**config.mk**
```make
export PLATFORM = sky130hd
export DESIGN_NAME = dbgmbx_top
export DESIGN_NICKNAME = d
export VERILOG_FILES = /design/src/rtl/dbgmbx_pkg.sv /design/src/rtl/dbgmbx_tx_reg.sv /design/src/rtl/dbgmbx_rx_hold.sv /design/src/rtl/dbgmbx_rd_port.sv /design/src/rtl/dbgmbx_top.sv
export SDC_FILE = /design/constraint.sdc
export NUM_CORES = 1
export LEC_CHECK = 0
export BUFFER_PORTS_ARGS = -buffer_cell sky130_fd_sc_hd__buf_4
export CORE_MARGIN = 8
export CORE_UTILIZATION = 47
export DETAILED_ROUTE_END_ITERATION = 16
export GPL_TIMING_DRIVEN = 0
export PLACE_DENSITY = 0.74
export SLEW_MARGIN = 5
export SYNTH_ARGS = -nofsm -noshare
export SYNTH_HDL_FRONTEND = slang
export SYNTH_SLANG_ARGS = --single-unit
```
**constraint.sdc**
```tcl
create_clock -name clk -period 2.95 [get_ports clk]
set_input_delay 0 -clock clk [delete_from_list [all_inputs] [get_ports clk]]
set_output_delay 0 -clock clk [all_outputs]
set_load 0.005 [all_outputs]
```
**src/rtl/dbgmbx_pkg.sv**
```systemverilog
package dbgmbx_pkg;
  localparam int unsigned WORD_W_DEF = 32;
  localparam int unsigned CHAR_W_DEF = 8;

  typedef enum logic [1:0] {
    RSRC_HOLD = 2'd0,
    RSRC_TX   = 2'd1,
    RSRC_RX   = 2'd2,
    RSRC_ZERO = 2'd3
  } rd_src_e;
endpackage

```
**src/rtl/dbgmbx_tx_reg.sv**
```systemverilog
module dbgmbx_tx_reg #(
  parameter int unsigned WORD_W = 32,
  parameter int unsigned CHAR_W = 8
) (
  input  logic              clk,
  input  logic              rst,
  input  logic              wr_en,
  input  logic [WORD_W-1:0] wdata,
  output logic [WORD_W-1:0] word,
  output logic              out_valid,
  output logic [CHAR_W-1:0] out_char
);
  logic [WORD_W-1:0] word_q;
  logic              valid_q;
  logic [CHAR_W-1:0] char_q;

  always_ff @(posedge clk) begin
    if (rst) begin
      word_q  <= '0;
      valid_q <= 1'b0;
      char_q  <= '0;
    end else begin
      valid_q <= wr_en;
      if (wr_en) begin
        word_q <= wdata;
        char_q <= wdata[CHAR_W-1:0];
      end
    end
  end

  assign word      = word_q;
  assign out_valid = valid_q;
  assign out_char  = char_q;

  // one pulse per write, carrying the written character
  a_r3_pulse_on_write: assert property (@(posedge clk) disable iff (rst)
    wr_en |=> (out_valid && out_char == $past(wdata[CHAR_W-1:0])));
  a_r3_no_spurious_pulse: assert property (@(posedge clk) disable iff (rst)
    !wr_en |=> !out_valid);
  // the whole word is kept
  a_r2_word_stored: assert property (@(posedge clk) disable iff (rst)
    wr_en |=> word == $past(wdata));
endmodule

```
**src/rtl/dbgmbx_rx_hold.sv**
```systemverilog
module dbgmbx_rx_hold #(
  parameter int unsigned WORD_W = 32,
  parameter int unsigned CHAR_W = 8
) (
  input  logic              clk,
  input  logic              rst,
  input  logic              clr_en,
  input  logic              in_valid,
  input  logic [CHAR_W-1:0] in_char,
  output logic              in_ready,
  output logic [WORD_W-1:0] word
);
  localparam int unsigned FULL_POS = CHAR_W;
  localparam int unsigned PAD_W    = WORD_W - CHAR_W - 1;

  logic [WORD_W-1:0] word_q;
  logic              full;
  logic              accept;

  assign full     = word_q[FULL_POS];
  assign in_ready = ~full;
  assign accept   = in_valid & ~full;

  always_ff @(posedge clk) begin
    if (rst) begin
      word_q <= '0;
    end else if (accept) begin
      word_q <= {{PAD_W{1'b0}}, 1'b1, in_char};
    end else if (clr_en) begin
      word_q[FULL_POS] <= 1'b0;
    end
  end

  assign word = word_q;

  // an accepted character lands with the flag set, even over a clear
  a_r5_accept_stores: assert property (@(posedge clk) disable iff (rst)
    (in_valid && in_ready) |=> (word[FULL_POS] && word[CHAR_W-1:0] == $past(in_char)));
  a_r4_ready_drops_after_accept: assert property (@(posedge clk) disable iff (rst)
    (in_valid && in_ready) |=> !in_ready);
  // offers while full leave the word untouched
  a_r6_blocked_offer: assert property (@(posedge clk) disable iff (rst)
    (in_valid && !in_ready && !clr_en) |=> $stable(word));
  // a clear keeps the character and drops only the flag
  a_r7_clear_only_flag: assert property (@(posedge clk) disable iff (rst)
    (clr_en && !(in_valid && in_ready)) |=>
      (!word[FULL_POS] && word[CHAR_W-1:0] == $past(word[CHAR_W-1:0])));
endmodule

```
**src/rtl/dbgmbx_rd_port.sv**
```systemverilog
module dbgmbx_rd_port
  import dbgmbx_pkg::*;
#(
  parameter int unsigned WORD_W = 32
) (
  input  logic              clk,
  input  logic              rst,
  input  logic              rd_en,
  input  logic              sel_tx,
  input  logic              sel_rx,
  input  logic [WORD_W-1:0] tx_word,
  input  logic [WORD_W-1:0] rx_word,
  output logic [WORD_W-1:0] rdata
);
  rd_src_e           src;
  logic [WORD_W-1:0] rdata_q;

  always_comb begin
    if (!rd_en)      src = RSRC_HOLD;
    else if (sel_tx) src = RSRC_TX;
    else if (sel_rx) src = RSRC_RX;
    else             src = RSRC_ZERO;
  end

  always_ff @(posedge clk) begin
    if (rst) begin
      rdata_q <= '0;
    end else begin
      unique case (src)
        RSRC_HOLD: rdata_q <= rdata_q;
        RSRC_TX:   rdata_q <= tx_word;
        RSRC_RX:   rdata_q <= rx_word;
        RSRC_ZERO: rdata_q <= '0;
        default:   rdata_q <= rdata_q;
      endcase
    end
  end

  assign rdata = rdata_q;

  // read data holds between reads
  a_r9_hold_without_read: assert property (@(posedge clk) disable iff (rst)
    !rd_en |=> $stable(rdata));
endmodule

```
**src/rtl/dbgmbx_top.sv**
```systemverilog
module dbgmbx_top
  import dbgmbx_pkg::*;
#(
  parameter int unsigned WORD_W = WORD_W_DEF,
  parameter int unsigned CHAR_W = CHAR_W_DEF
) (
  input  logic              clk,
  input  logic              rst,
  input  logic              cpu_wr_en,
  input  logic              cpu_rd_en,
  input  logic              cpu_sel_tx,
  input  logic              cpu_sel_rx,
  input  logic [WORD_W-1:0] cpu_wdata,
  output logic [WORD_W-1:0] cpu_rdata,
  output logic              host_tx_valid,
  output logic [CHAR_W-1:0] host_tx_char,
  input  logic              host_rx_valid,
  input  logic [CHAR_W-1:0] host_rx_char,
  output logic              host_rx_ready
);
  logic [WORD_W-1:0] tx_word;
  logic [WORD_W-1:0] rx_word;
  logic              tx_wr;
  logic              rx_clr;

  assign tx_wr  = cpu_wr_en & cpu_sel_tx;
  assign rx_clr = cpu_wr_en & cpu_sel_rx;

  dbgmbx_tx_reg #(.WORD_W(WORD_W), .CHAR_W(CHAR_W)) u_tx (
    .clk(clk), .rst(rst), .wr_en(tx_wr), .wdata(cpu_wdata),
    .word(tx_word), .out_valid(host_tx_valid), .out_char(host_tx_char)
  );

  dbgmbx_rx_hold #(.WORD_W(WORD_W), .CHAR_W(CHAR_W)) u_rx (
    .clk(clk), .rst(rst), .clr_en(rx_clr), .in_valid(host_rx_valid),
    .in_char(host_rx_char), .in_ready(host_rx_ready), .word(rx_word)
  );

  dbgmbx_rd_port #(.WORD_W(WORD_W)) u_rd (
    .clk(clk), .rst(rst), .rd_en(cpu_rd_en), .sel_tx(cpu_sel_tx),
    .sel_rx(cpu_sel_rx), .tx_word(tx_word), .rx_word(rx_word), .rdata(cpu_rdata)
  );

  // clean state on the cycle after reset
  a_r1_reset_state: assert property (@(posedge clk)
    $past(rst) |-> (!host_tx_valid && host_rx_ready && cpu_rdata == '0));
endmodule

```
* Word-level counts from Yosys, hierarchy flattened
Cells that the tools add are included.
** Operators by class
- Equal/unequal tests :: 3
- Multiplexer cells :: 6
- Reduce and logical (&&, ||, !) cells :: 2
- Bitwise gates (word level) :: 4
** Operator list (number)
- 32-bit case mux with 3 select lines :: 1
- 2-bit == test (second input constant) :: 2
- 2-bit 2-to-1 mux :: 2
- 1-bit AND :: 3
- 1-bit 2-to-1 mux :: 3
- 2-bit by 1-bit == test with 1-bit output (second input constant) :: 1
- 2-bit zero test :: 1
- 2-bit nonzero test :: 1
- 1-bit NOT :: 1
** Storage, ports and cells
- Bits in registers :: 82
- Bits of input ports :: 47

* Longest topological paths before layout
- Word-level depth :: 5
- Mapped depth :: 6
- Depth with buffers taken out :: 3

* Hierarchy
A second synthesis with hierarchy kept.
** Second synthesis, totals
- Cells, all modules :: 359
- Area, all modules :: 3595.9 um^2
** By module, submodules not included
- dbgmbx_rd_port :: area each 1714.1 um^2, sequential area each 640.6 um^2, times used 1, cells each 180
- dbgmbx_tx_reg :: area each 1262.5 um^2, sequential area each 660.6 um^2, times used 1, cells each 114
- dbgmbx_rx_hold :: area each 606.8 um^2, sequential area each 180.2 um^2, times used 1, cells each 63
- dbgmbx_top :: area each 12.5 um^2, sequential area each 0.0 um^2, times used 1, cells each 2

* Worst setup path before layout
OpenSTA, ideal clock, no wires.
- Path kind :: flip-flop to flip-flop
- Start :: register u_rx.word_q[8] (netlist: u_rx.word[8])
- End :: register u_rx.word_q[0] (netlist: u_rx.word[0])
- Stages on the path, launching flop included :: 5
- Arrival :: 0.859 ns
- Data required time :: 2.880 ns
- Library setup time :: 0.070 ns
- Setup slack :: 2.020 ns
- Clock period less this slack :: 0.930 ns
- Path through :: dfxtp_1 nand2b_1 clkbuf_1 nand2_1 a21oi_1
** Between the ends
- Word-level cells in the longest chain between the ends :: 2
** Ends and longest elaborated chain
- from (decl) :: line dbgmbx_rx_hold.sv:16 : logic [WORD_W-1:0] word_q;
- from (signal assigned) :: line dbgmbx_rx_hold.sv:28 : word_q <= {{PAD_W{1'b0}}, 1'b1, in_char};
- 1-bit NOT :: line dbgmbx_rx_hold.sv:22 : assign accept = in_valid & ~full;
- 1-bit AND :: line dbgmbx_rx_hold.sv:22
Every way passes these cells.
A chain may end at the register's enable or synchronous reset.

* Worst setup path after layout
- Start :: input port cpu_wr_en
- End :: register u_rx.word_q[8] (netlist: u_rx.word[8])
** Between the ends
- Word-level cells in the longest chain between the ends :: 2
** Ends and longest elaborated chain
- from (decl) :: line dbgmbx_top.sv:9 : input logic cpu_wr_en,
- 1-bit AND :: line dbgmbx_top.sv:27 : assign rx_clr = cpu_wr_en & cpu_sel_rx;
- 2-bit nonzero test (no source line)
Every way passes these cells.

==> metrics.txt <==
overall power=2.10 mW; Final period util=41.2%; netlist area before placement=2800 µm²; Static Leak=1.71 nW; crit-path max FO=3; Critical Path Source=cpu_wr_en; largest cells by area after synthesis=dfxtp_1 (53%), a21oi_1 (11%), nand2_1 (11%), nand2b_1 (5.4%), nand3_1 (4.1%); CP top delay family=buffers and inverters; GRT overflow=0; n_diodes=0; Antenna Violating Nets Remaining=0; Tmin final=1.22 ns; largest net degree at the start of global routing=12; DRC=0; Reg-to-Reg Start=u_rx.word[8]; crit start category=input pin; Ys Warns=0; Starting Density=47.8%; drt first pass iters=4; Die Y=93.2 µm; R2R Path End=u_rx.word[5]; register-to-register setup slack=1.82 ns; final core occ=70.9%; Slew headroom=63.8%; Slew @ Worst Pin=0.543 ns; Num CTS Buffers=9; Critical Path AT=1.44 ns; Hold Path Depth=3; CTS Buffer Depth=2; R2R cell count=4; met1 Track Usage GR=22.6%; global-route wire length before repair=13600 µm; CTS tree=done; Final Setup Violations=0; gpl congestion=0.748; clk sinks=74; layer with the highest usage=met2; die area=8680 µm²; final hold violations=0; IO buf count=85; Slowest-stage cell, CP=dlygate4sd3_1; final design area excluding fillers=4150 µm²; post_cts resized=0; final slew viol count=0; crit path buf inv count=3; fmax=0.823 GHz; fin nets=523; status=complete, no violations; Post-Syn Nets=384; register area=1480 µm²; maximum VDD drop=0.256 mV; ratio of cells with drive above 1 in the final layout=26.0%; Syn Inst Count=337; FP Rows=28; WL per Instance=14.6 µm; num ports=89; grt met3 use=5.69%; overall die width=93.2 µm; Hold Crit Class=input pin to flip-flop; cell repeated most along the worst path=dlygate4sd3_1; area grow syn2layout=48.2%; Fill cells=452; largest area contributor in the netlist=dfxtp_1; H-tree Lvls=3; sequential share of the synthesized area=53.0%; vias in the first global route=2810; via/cell ratio=4.94; Critical Path, Cell by Cell=dlygate4sd3_1, buf_4, nand2_1, dlygate4sd3_1, a21oi_1, nor2_1; Clk pin slew, worst setup/hold paths=0.07 ns; setup_tns=0 ns; core region area=5850 µm²; CP Class=input pin to flip-flop; placed inst area=3530 µm²; WL final=8110 µm; Synth top area share=53.0%; GRT Total Usage=19.7%; Worst Skew=0.00566 ns; worst-skew pair later-pin latency=0.35 ns; Hold Crit Start=cpu_rd_en; Cell Pwr Density=505 nW/µm²; Root Driver=clkbuf_8; Iteration-0 DRC Markers=82; Critical Path Max Stage Delay=0.55 ns; multi-input gate area in the final layout=1090 µm²; vias=2742; Unique masters post-synth=17; synthesis-stage register bit count=74; WP data required=3.17 ns; Hold Path End=u_rd.rdata[11]; post-DP HPWL=5430 µm; antenna violations before repair=0; met2 Use GR=32.8%; Max-Cap Viols=0; Avg Cell Area, Syn=8.30 µm²; Critical Path End Type=flip-flop; RSZ-0062 raised after global routing=false
[Yosys cell counts, drive strengths merged]
library cell  instances
a21oi                64
inv                   1
nand2b               24
clkbuf                6
nand3                23
a211oi                9
nor2                 11
nor2b                 2
dfxtp                74
buf                  31
nand2                82
and2                  1
a22oi                 9
[worst reg2reg max path, cell delays in order (launching register included)]
cell      delay, ns
dfxtp_1        0.41
nand2b_1       0.12
clkbuf_1       0.30
nand2_1        0.10
a21oi_1        0.13
[layout by cell type (no fill, tap or decap), types with 8 or more instances in the layout]
cell / count
a21oi_1: 64
a22oi_1: 9
nand2_1: 82
buf_4: 95
dfxtp_1: 74
nor2_1: 11
clkbuf_1: 8
nand3_1: 23
buf_2: 12
nand2b_1: 24
a211oi_1: 9
dlygate4sd3_1: 43
clkbuf_8: 10
[state kept, by name, indices dropped and copies added, names as in the netlist]
signal and flops:
u_rd.rdata 32, u_rx.word 9, u_tx.out_valid 1, u_tx.word 32
[worst max path at each step]
stage / endpoint / cells after the start
5_1_grt: u_rx.word[8] / 6
6_report: u_rx.word[8] / 6
3_5_place_dp: u_rx.word[5] / 4
2_1_floorplan: u_rx.word[0] / 4
4_1_cts: u_rx.word[8] / 6
3_3_place_gp: u_rx.word[0] / 4
[routing by layer]
| metal | vias to the layer above | part of all wire [%] |
|---|---|---|
| li1 | 1382 | - |
| met1 | 1256 | 42 |
| met2 | 87 | 50 |
| met3 | 17 | 6.0 |
| met4 | 0 | 2.4 |
| met5 | - | 0 |
[cell type report]
cell class	instances	area share (%)
sequential	74	35.7
multi-input combinational	225	26.3
timing repair buffer	128	25.8
buffer	37	5.34
clock buffer	12	3.50
tap	75	2.26
clock inverter	3	0.966
inverter	1	0.0906
[where the power goes]
group	total (mW)	internal [mW]	leakage, nW	switching [mW]
logic	0.269	0.149	1.01	0.120
clock network	0.765	0.407	0.0962	0.358
registers	1.06	1.04	0.604	0.0229
[per-stage QoR]
stage / instances / hold WS [ns] / worst slack, ns
6_report: 555 / 0.0448 / 1.73
5_1_grt: 555 / 0.0649 / 1.63
4_1_cts: 555 / 0.0388 / 1.73
3_5_place_dp: 497 / 0.256 / 1.82
3_3_place_gp: 497 / 0.248 / 1.83
2_1_floorplan: 337 / 0.136 / 2.02
[timing repair]
item | in CTS | in global routing
hold buffers | 43 | 0
hold endpoints to repair | 45 | 0
buffers inserted | 0 | 0
[cell families (layout without fill, tap and decap cells)]
kind of cell,count (synthesis),after routing,share of synthesized area [%]
DFF,74,74,53.0
AOI/OAI and AO/OA,82,82,16.3
and+or+nand+nor,143,143,22.7
buffers and inverters,38,181,8.05
Power figures use the tool's default switching activity.
